File: src/rtl/rss_pkg.sv
package rss_pkg;
  parameter int RSS_ID_W     = 4;
  parameter int RSS_REGION_W = 3;
  parameter int RSS_AGE_W    = 10;

  typedef struct packed {
    logic                    vld;
    logic [RSS_ID_W-1:0]     id;
    logic [RSS_REGION_W-1:0] region;
    logic [RSS_AGE_W-1:0]    age;
  } rss_entry_t;
endpackage

File: src/rtl/rss_lat_avg.sv
module rss_lat_avg #(
  parameter int LAT_W     = 10,
  parameter int EMA_SHIFT = 3,
  parameter int AVG_INIT  = 32,
  localparam int AVG_W    = LAT_W + EMA_SHIFT
) (
  input  logic             clk,
  input  logic             rst_n,
  input  logic             cpl_valid,
  input  logic [LAT_W-1:0] cpl_latency,
  output logic [AVG_W-1:0] avg_fx
);
  // Average held scaled by 2^EMA_SHIFT so the fraction survives the shift.
  logic [AVG_W-1:0] avg_nxt;

  always_comb begin
    avg_nxt = avg_fx - (avg_fx >> EMA_SHIFT) + AVG_W'(cpl_latency);
  end

  always_ff @(posedge clk or negedge rst_n) begin
    if (!rst_n)         avg_fx <= AVG_W'(AVG_INIT << EMA_SHIFT);
    else if (cpl_valid) avg_fx <= avg_nxt;
  end
endmodule

File: src/rtl/rss_queue.sv
module rss_queue
  import rss_pkg::*;
#(
  parameter int DEPTH   = 16,
  localparam int IDX_W  = $clog2(DEPTH),
  localparam int CNT_W  = $clog2(DEPTH + 1)
) (
  input  logic                    clk,
  input  logic                    rst_n,
  input  logic                    enq_fire,
  input  logic [RSS_ID_W-1:0]     enq_id,
  input  logic [RSS_REGION_W-1:0] enq_region,
  input  logic                    rm_fire,
  input  logic [IDX_W-1:0]        rm_idx,
  output rss_entry_t              ent [DEPTH],
  output logic [CNT_W-1:0]        cnt
);
  // Collapsing queue: slot 0 always holds the oldest request.
  rss_entry_t       up  [DEPTH];
  rss_entry_t       nxt [DEPTH];
  logic [CNT_W-1:0] cnt_after;

  genvar g;
  generate
    for (g = 0; g < DEPTH; g++) begin : g_up
      if (g < DEPTH - 1) begin : g_mid
        assign up[g] = ent[g+1];
      end else begin : g_top
        assign up[g] = '0;
      end
    end
  endgenerate

  always_comb begin
    cnt_after = cnt - CNT_W'(rm_fire);
    for (int i = 0; i < DEPTH; i++) begin
      if (rm_fire && (IDX_W'(i) >= rm_idx)) nxt[i] = up[i];
      else                                  nxt[i] = ent[i];
      if (nxt[i].vld && (nxt[i].age != '1)) nxt[i].age = nxt[i].age + 1'b1;
      if (enq_fire && (CNT_W'(i) == cnt_after)) begin
        nxt[i].vld    = 1'b1;
        nxt[i].id     = enq_id;
        nxt[i].region = enq_region;
        nxt[i].age    = '0;
      end
    end
  end

  always_ff @(posedge clk or negedge rst_n) begin
    if (!rst_n) begin
      cnt <= '0;
      for (int i = 0; i < DEPTH; i++) ent[i] <= '0;
    end else begin
      cnt <= cnt_after + CNT_W'(enq_fire);
      for (int i = 0; i < DEPTH; i++) ent[i] <= nxt[i];
    end
  end
endmodule

File: src/rtl/rss_pick.sv
module rss_pick
  import rss_pkg::*;
#(
  parameter int DEPTH     = 16,
  parameter int AVG_W     = 13,
  parameter int THR_NUM   = 6,
  parameter int THR_DEN   = 5,
  parameter int EMA_SHIFT = 3,
  localparam int NREG     = 1 << RSS_REGION_W,
  localparam int IDX_W    = $clog2(DEPTH),
  localparam int CMP_W    = RSS_AGE_W + AVG_W + 8
) (
  input  rss_entry_t       ent [DEPTH],
  input  logic [AVG_W-1:0] avg_fx,
  input  logic [NREG-1:0]  region_ok,
  output logic             sel_vld,
  output logic [IDX_W-1:0] sel_idx,
  output logic             sel_urg,
  output logic             rsv_vld,
  output logic [IDX_W-1:0] rsv_idx
);
  logic [DEPTH-1:0] urg;
  logic [CMP_W-1:0] thr;
  logic             ok_vld;
  logic [IDX_W-1:0] ok_idx;

  // Threshold side of age*DEN*2^S > avg_fx*NUM, shared by all entries.
  assign thr = CMP_W'(avg_fx) * CMP_W'(THR_NUM);

  genvar g;
  generate
    for (g = 0; g < DEPTH; g++) begin : g_urg
      logic [CMP_W-1:0] lhs;
      assign lhs    = (CMP_W'(ent[g].age) * CMP_W'(THR_DEN)) << EMA_SHIFT;
      assign urg[g] = ent[g].vld && (lhs > thr);
    end
  endgenerate

  always_comb begin
    rsv_vld = 1'b0;
    rsv_idx = '0;
    ok_vld  = 1'b0;
    ok_idx  = '0;
    for (int i = DEPTH - 1; i >= 0; i--) begin
      if (urg[i]) begin
        rsv_vld = 1'b1;
        rsv_idx = IDX_W'(i);
      end
      if (ent[i].vld && region_ok[ent[i].region]) begin
        ok_vld = 1'b1;
        ok_idx = IDX_W'(i);
      end
    end
    if (rsv_vld) begin
      sel_idx = rsv_idx;
      sel_vld = region_ok[ent[rsv_idx].region];
      sel_urg = 1'b1;
    end else begin
      sel_idx = ok_idx;
      sel_vld = ok_vld;
      sel_urg = 1'b0;
    end
  end
endmodule

File: src/rtl/rd_starve_sched.sv
module rd_starve_sched
  import rss_pkg::*;
#(
  parameter int DEPTH     = 16,
  parameter int LAT_W     = 10,
  parameter int AVG_INIT  = 32,
  parameter int THR_NUM   = 6,
  parameter int THR_DEN   = 5,
  parameter int EMA_SHIFT = 3,
  localparam int ID_W     = RSS_ID_W,
  localparam int REGION_W = RSS_REGION_W,
  localparam int NREG     = 1 << REGION_W,
  localparam int IDX_W    = $clog2(DEPTH),
  localparam int CNT_W    = $clog2(DEPTH + 1),
  localparam int AVG_W    = LAT_W + EMA_SHIFT
) (
  input  logic                clk,
  input  logic                rst_n,
  input  logic                enq_valid,
  output logic                enq_ready,
  input  logic [ID_W-1:0]     enq_id,
  input  logic [REGION_W-1:0] enq_region,
  input  logic [NREG-1:0]     region_ok,
  output logic                iss_valid,
  input  logic                iss_ready,
  output logic [ID_W-1:0]     iss_id,
  output logic [REGION_W-1:0] iss_region,
  output logic                iss_urgent,
  output logic                rsv_valid,
  output logic [REGION_W-1:0] rsv_region,
  input  logic                cpl_valid,
  input  logic [LAT_W-1:0]    cpl_latency
);
  rss_entry_t       ent [DEPTH];
  logic [CNT_W-1:0] cnt;
  logic [AVG_W-1:0] avg_fx;
  logic             sel_vld, sel_urg, rsv_vld;
  logic [IDX_W-1:0] sel_idx, rsv_idx;
  logic             enq_fire, iss_fire;

  assign enq_ready = (cnt != CNT_W'(DEPTH));
  assign enq_fire  = enq_valid && enq_ready;
  assign iss_fire  = sel_vld && iss_ready;

  rss_lat_avg #(.LAT_W(LAT_W), .EMA_SHIFT(EMA_SHIFT), .AVG_INIT(AVG_INIT)) u_avg (
    .clk(clk), .rst_n(rst_n), .cpl_valid(cpl_valid),
    .cpl_latency(cpl_latency), .avg_fx(avg_fx)
  );

  rss_queue #(.DEPTH(DEPTH)) u_queue (
    .clk(clk), .rst_n(rst_n),
    .enq_fire(enq_fire), .enq_id(enq_id), .enq_region(enq_region),
    .rm_fire(iss_fire), .rm_idx(sel_idx),
    .ent(ent), .cnt(cnt)
  );

  rss_pick #(
    .DEPTH(DEPTH), .AVG_W(AVG_W), .THR_NUM(THR_NUM),
    .THR_DEN(THR_DEN), .EMA_SHIFT(EMA_SHIFT)
  ) u_pick (
    .ent(ent), .avg_fx(avg_fx), .region_ok(region_ok),
    .sel_vld(sel_vld), .sel_idx(sel_idx), .sel_urg(sel_urg),
    .rsv_vld(rsv_vld), .rsv_idx(rsv_idx)
  );

  assign iss_valid  = sel_vld;
  assign iss_id     = ent[sel_idx].id;
  assign iss_region = ent[sel_idx].region;
  assign iss_urgent = sel_vld && sel_urg;
  assign rsv_valid  = rsv_vld;
  assign rsv_region = ent[rsv_idx].region;
endmodule

File: config.mk
export PLATFORM = sky130hd
export DESIGN_NAME = rd_starve_sched
export DESIGN_NICKNAME = d
export VERILOG_FILES = /design/src/rtl/rss_pkg.sv /design/src/rtl/rss_lat_avg.sv /design/src/rtl/rss_queue.sv /design/src/rtl/rss_pick.sv /design/src/rtl/rd_starve_sched.sv
export SDC_FILE = /design/constraint.sdc
export NUM_CORES = 2
export LEC_CHECK = 0
export BUFFER_PORTS_ARGS = -buffer_cell sky130_fd_sc_hd__clkbuf_2
export CELL_PAD_IN_SITES_DETAIL_PLACEMENT = 0
export CELL_PAD_IN_SITES_GLOBAL_PLACEMENT = 1
export CORE_MARGIN = 1.5
export CORE_UTILIZATION = 35
export DETAILED_ROUTE_END_ITERATION = 10
export PLACE_DENSITY = 0.73
export SLEW_MARGIN = 5
export SYNTH_ARGS = -nofsm -noshare
export SYNTH_HDL_FRONTEND = slang
export SYNTH_SLANG_ARGS = --single-unit
File: constraint.sdc
create_clock -name clk -period 13.9 [get_ports clk]
set_input_delay 2.085 -clock clk [delete_from_list [all_inputs] [get_ports clk]]
set_output_delay 2.085 -clock clk [all_outputs]
set_load 0.02 [all_outputs]
# After elaboration in Yosys (flattened, before gate mapping)
# Cells that the tools add are included.
# word_totals
regBits	306
# classes
n_addsub	20
n_mul	17
order_cmp	51
n_eq_ne	32
mux	155
bitwise_logic	2
reduce_logical	100
# ops
cell	n
18-bit 2-to-1 mux	32
16-bit greater-than comparator	16
10-bit by 3-bit multiplier with 13-bit output, second input constant	16
10-bit by 1-bit adder with 10-bit output, second input constant	16
10-bit 2-to-1 mux	16
10-bit != test, second input constant	16
18-bit binary-select mux with 4-bit select	2
4-bit 2-to-1 mux	33
1-bit logical AND	83
3-bit by 4-bit < comparator with 1-bit output, second input constant	17
1-bit binary-select mux with 3-bit select	17
1-bit 2-to-1 mux	51
4-bit by 5-bit == test with 1-bit output, first input constant	8
17-bit 2-to-1 mux	2
4-bit >= comparator, first input constant	8
2-bit nonzero test	16
13-bit 2-to-1 mux	2
3-bit by 5-bit == test with 1-bit output, first input constant	4
3-bit by 4-bit >= comparator with 1-bit output, first input constant	4
13-bit by 2-bit multiplier with 15-bit output, second input constant	1
13-bit by 10-bit adder with 13-bit output	1
13-bit by 10-bit subtractor with 13-bit output	1
2-bit by 5-bit == test with 1-bit output, first input constant	2
5-bit >= comparator, second input constant	2
8 further kinds	11

# Depth between registers and ports, before layout
# depth
ltp_word	33
ltp_mapped	46

# Modules after synthesis
# A second synthesis with hierarchy kept.
# unflattened
hier_cells	4040
area_unflattened_um2	35505.3
# modules_own_cells
mod	n_inst	cells_each	area_each_um2	seq_area_each_um2
rss_queue	1	2042	18166.2	7332.0
rss_pick	1	1735	14590.2	0.0
rss_lat_avg	1	168	1437.6	326.6
rd_starve_sched	1	95	1311.3	0.0

# Worst setup path before layout
# Ideal clock, no wire load.
# synth_timing
path_type	register to output
startpoint	reg u_avg.avg_fx[4]
endpoint	out iss_id[1]
t_arrival_ns	7.406
required_ns	11.815
setup_slack_ns	4.409
stages_incl_launch_ff	30
path_buffers	5
cell_sequence	dfrtp_1 > ha_1 > and2_4 > a221oi_4 > a211oi_1 > nor2_1 > inv_1 > a21oi_1 > ha_1 > a211o_1 > or4_1 > mux2i_1 > a211o_1 > a221o_1 > a41oi_1 > o211ai_1 > nand3_1 > nor3b_1 > a221o_1 > buf_2 > buf_6 > inv_1 > a31oi_1 > clkbuf_1 > clkbuf_1 > clkbuf_1 > a211oi_1 > a211oi_1 > a21oi_1 > a21oi_1
# synth_via
elab_chain_cells	24
# synth_lines
item	line_no	text
from (decl)	rss_lat_avg.sv:11	output logic [AVG_W-1:0] avg_fx
from (signal assigned)	rss_lat_avg.sv:21	if (!rst_n) avg_fx <= AVG_W'(AVG_INIT << EMA_SHIFT);
from (signal assigned)	rss_lat_avg.sv:22	else if (cpl_valid) avg_fx <= avg_nxt;
13-bit by 2-bit multiplier with 15-bit output *	rss_pick.sv:28	assign thr = CMP_W'(avg_fx) * CMP_W'(THR_NUM);
16-bit greater-than comparator	rss_pick.sv:35	assign urg[g] = ent[g].vld && (lhs > thr);
1-bit logical AND	rss_pick.sv:35	
4-bit 2-to-1 mux / 1-bit 2-to-1 mux (equally long branches) (16 in a row)	rss_pick.sv:45	if (urg[i]) begin
4-bit 2-to-1 mux *	rss_pick.sv:54	if (rsv_vld) begin
4-bit inverter with 5-bit output (implied by the code) *	rd_starve_sched.sv:67	assign iss_id = ent[sel_idx].id;
18-bit binary-select mux with 4-bit select *	rd_starve_sched.sv:67	
17-bit 2-to-1 mux * (2 in a row)	-	
to (decl)	rd_starve_sched.sv:26	output logic [ID_W-1:0] iss_id,
# Mark *: on every way between the ends. The rest lies on a longest branch, timed or not. The select of a mux whose other input is x is not followed.

# Final worst setup path
# layout_timing
startpoint	reg u_avg.avg_fx[0]
endpoint	reg, netlist name u_queue.ent[285]
# layout_via
elab_chain_cells	31
# layout_lines
item	line_no	text
13-bit by 2-bit multiplier with 15-bit output *	rss_pick.sv:28	
16-bit greater-than comparator	rss_pick.sv:35	
1-bit logical AND	rss_pick.sv:35	
4-bit 2-to-1 mux (16 in a row)	rss_pick.sv:45	
4-bit inverter with 5-bit output (implied by the code)	rss_pick.sv:56	sel_vld = region_ok[ent[rsv_idx].region];
18-bit binary-select mux with 4-bit select	rss_pick.sv:56	
13-bit 2-to-1 mux (implied by the code) (2 in a row)	rss_pick.sv:56	
1-bit binary-select mux with 3-bit select	rss_pick.sv:56	
1-bit 2-to-1 mux (implied by the code)	rss_pick.sv:56	
1-bit 2-to-1 mux	rss_pick.sv:54	
1-bit logical AND	rd_starve_sched.sv:43	assign iss_fire = sel_vld && iss_ready;
5-bit by 1-bit subtractor with 5-bit output	rss_queue.sv:35	cnt_after = cnt - CNT_W'(rm_fire);
5-bit logical NOT	rss_queue.sv:40	if (enq_fire && (CNT_W'(i) == cnt_after)) begin
1-bit logical AND	rss_queue.sv:40	
18-bit 2-to-1 mux / 2-bit nonzero test (equally long branches)	-	
# Marked as above.
# A chain may end at the register's enable or synchronous reset.

==> impl_summary.txt <==
----------------------------------------------------
[Outcome]
  Status ... completed

[Synth]
  Warnings, synthesis ... 0
  Number of instances in the synthesized netlist ... roughly 4200
  Number of distinct library cells after synthesis ... ~100
  Post-synthesis cell area ... between 0.03 and 0.04 sq mm
  Portion of the post-synthesis area used by sequential elements ... between 20% and 30%
  Largest area contributor in the netlist ... dfrtp_1
  Predominant post-synthesis flop cell ... dfrtp_1
  Average footprint of a synthesized cell ... about 8.5 sq um
  Number of nets in the synthesized netlist ... around 4700
  Top area cells in the synthesized netlist ... dfrtp_1 21%, ha_1 17%, mux2i_1 7.6%, nand2_1 4.5%, xnor2_1 3.9%
  EDFF count, synth ... 0
  Synth Register Bits ... about 310
  Yosys top cell area share ... a little over a fifth
  Synth async-reset ratio ... 100%

[Timing]
  Worst clock skew on the final layout ... a little under 0.04 ns
  Upper clock frequency limit ... 82.1 MHz
  TNS Setup ... 0 ns
  Measured slew at the worst slew-check pin ... between 1 and 1.5 ns
  Period Utilization, post-route ... between 80 and 90%
  Setup repair after global routing missed its margin ... false
  Time the final worst path needs with I/O delays and setup ... around 12 ns
  Worst slew margin relative to its limit ... 23.4%
  Total of endpoints with negative setup slack in the final report ... 0
  Final count of hold timing violations ... 0
  Max Slew Vio Count ... 0

[Worst setup path]
  Sort of element at the start of the critical path ... flop
  Type of the setup path with the least slack ... flop to flop
  Critical-path top delay cell ... nor2_2
  Crit path arrival time ... 12.61 ns
  Critical path capture point type ... flop
  Largest delay share family, worst path ... compound AO/OA/AOI/OAI gates
  Required time at the worst-slack endpoint ... 14.33 ns
  Critical Path Max Stage Delay ... 0.96 ns
  CP dominant cell by count ... ha_1
  Maximum fanout along the worst path ... 28
  Worst Path Buf+Inv ... 4

[Clocking]
  CTS tree ... built
  Gates resized, CTS repair ... 0
  Cts hold-fix bufs ... 0
  Clock H-tree levels ... 2
  Clock sinks ... around 300
  Setup bufs post-CTS ... 0
  Clock tree root buffer cell ... clkbuf_16
  Number of buffers between clock root and the deepest sink ... 3
  Cts bufs inserted ... 42
  Later-pin clock latency in the skew report ... around 0.63 ns
  Clock-pin transition on the worst setup and hold timing paths ... around 0.06 ns

[Finish]
  Footprint of the multi-input gates ... between 0.02 and 0.03 sq mm
  Post-layout nets ... approximately 4700
  Diodes inserted ... 0
  Most common library cell in the layout ignoring fill and taps ... ha_1
  Top library cells by usage in the layout, fill and taps aside ... 476 x ha_1, 423 x nand2_1, 305 x dfrtp_1
  Sequential cell area in the final layout ... around 0.0077 sq mm
  FILL cells ... between 10000 and 15000
  Syn-to-layout area delta ... 9.18%
  Share of final-layout standard cells stronger than drive strength 1 ... between 8 and 9%

[Placed design]
  IO Port Bufs ... 43
  GP Congestion ... 0.914
  HPWL reported at the end of detailed placement ... slightly above 90000 um

[Route]
  Antenna violation net count after detailed routing ... 0
  Detailed router's first-iteration violation count ... a little over 3000
  Iteration count of the initial detailed-routing pass ... 6
  Detailed-route vias per instance ... around 5.9
  DRC Markers ... 0
  Average wire per cell in the routed design ... approximately 22 um
  Routed wire length ... 124000 um
  Vias ... 32585

[GRT]
  Number of antenna violations at the first check in global routing ... 3
  Via count of the first global-routing pass ... about 31000
  Maximum number of pins on one net before global-route repair ... 73
  Total GRT Usage ... a little under a quarter
  GR Overflow Total ... 0
  Wire length of the first global-routing pass ... 192000 um

[Die]
  Die Outline Area ... between 0.1 and 0.15 sq mm
  Die Span X ... ~320 um
  Number of top-level pins ... 44
  Core Region ... 0.101 sq mm
  Initial core utilization ... 35.5%
  Cell row count ... about 120
  Overall die height ... roughly 320 um

[Job]
  Reported max-cap violation count ... 0

[Min path]
  Path type of the worst min-delay path ... flop to flop

----------------------------------------------------
==> routing by layer <==
layer | up-vias | routed length [um] | track usage, %
li1 | 15466 | - | -
met1 | 15915 | 58500 | 34.1
met2 | 1028 | 54100 | 36.8
met3 | 174 | 7940 | 3.22
met4 | 2 | 3060 | 5.93
met5 | - | 11 | 0
==> path summary, 6_finish.rpt <==
path	from	endpoint	slack (ns)	cells after the start
setup / recovery	u_avg.avg_fx[0]$_DFFE_PN0P_	u_queue.ent[285]$_DFFE_PN0P_	1.72	38
hold reg to reg	u_queue.cnt[4]$_DFF_PN0_	u_queue.cnt[4]$_DFF_PN0_	0.54	1
max in group asynchronous	rst_n	u_queue.cnt[0]$_DFF_PN0_	11.09	2
setup reg to reg	u_avg.avg_fx[0]$_DFFE_PN0P_	u_queue.ent[285]$_DFFE_PN0P_	1.72	38
min in group asynchronous	rst_n	u_queue.ent[255]$_DFF_PN0_	1.42	1
hold / removal	u_queue.cnt[4]$_DFF_PN0_	u_queue.cnt[4]$_DFF_PN0_	0.54	1
==> synthesized netlist by cell type, types with 19 or more instances <==
library cell  number
o21ai_0          266
mux4_2            32
inv_1            163
a31oi_1           51
o211ai_1          26
mux2i_1          271
xor2_1            82
buf_2             28
dfrtp_1          305
o21bai_1          25
nand2_1          423
nor2_1           307
nor3b_1           19
a21o_1           112
o21a_1            51
ha_1             476
nand3_1          148
nor2b_1           65
fa_1              27
mux2_2            84
clkbuf_1         129
and2_1            33
and3_1            56
a21oi_1          190
nand4_1           68
nand2b_1          36
xnor2_1          157
a211o_1           27
a211oi_1         115
nor3_1            75
==> sequential cells by signal, summed over array words and instances, names as in the netlist <==
signal and count:
u_avg.avg_fx 13, u_queue.ent 288, u_queue.cnt 5
==> cells by family (layout without fill, tap and decap cells) <==
logic type | count (synthesis) | count (layout) | synth area share (%)
DFF | 306 | 306 | 21.5
muxes | 389 | 389 | 12.3
and+or+nand+nor | 1329 | 1329 | 17.9
AOI/OAI and AO/OA | 1072 | 1072 | 20.1
xor gates and xnor gates | 241 | 241 | 5.99
adders and majority gates | 506 | 506 | 18.3
buffers and inverters | 346 | 345 | 3.81
==> final cells by class <==
type                       count  area share (%)
inverter                     167            1.61
clock buffer                  58            3.06
tap                         1357            4.36
multi-input combinational   3537            68.8
clock inverter                19           0.819
sequential                   306            19.7
timing repair buffer         101            1.70
==> metrics by stage <==
| step | hold WS, ns | worst slack (ns) | area (sq um) | std cells | util [%] |
|---|---|---|---|---|---|
| after CTS | 0.533 | 1.82 | 38900 | 5545 | 38.7 |
| final | 0.542 | 1.72 | 38900 | 5545 | 38.7 |
| after global routing | 0.554 | 0.906 | 38900 | 5545 | 38.7 |
| after global placement | 0.524 | 2.09 | 37400 | 5468 | 37.2 |
| after floorplan | 0.486 | 4.41 | 35700 | 4189 | - |
| after detailed placement | 0.525 | 1.87 | 37400 | 5468 | 37.2 |
Power is not shown: default switching activity piles up to over one toggle a cycle in this logic, so the estimate is an artifact.
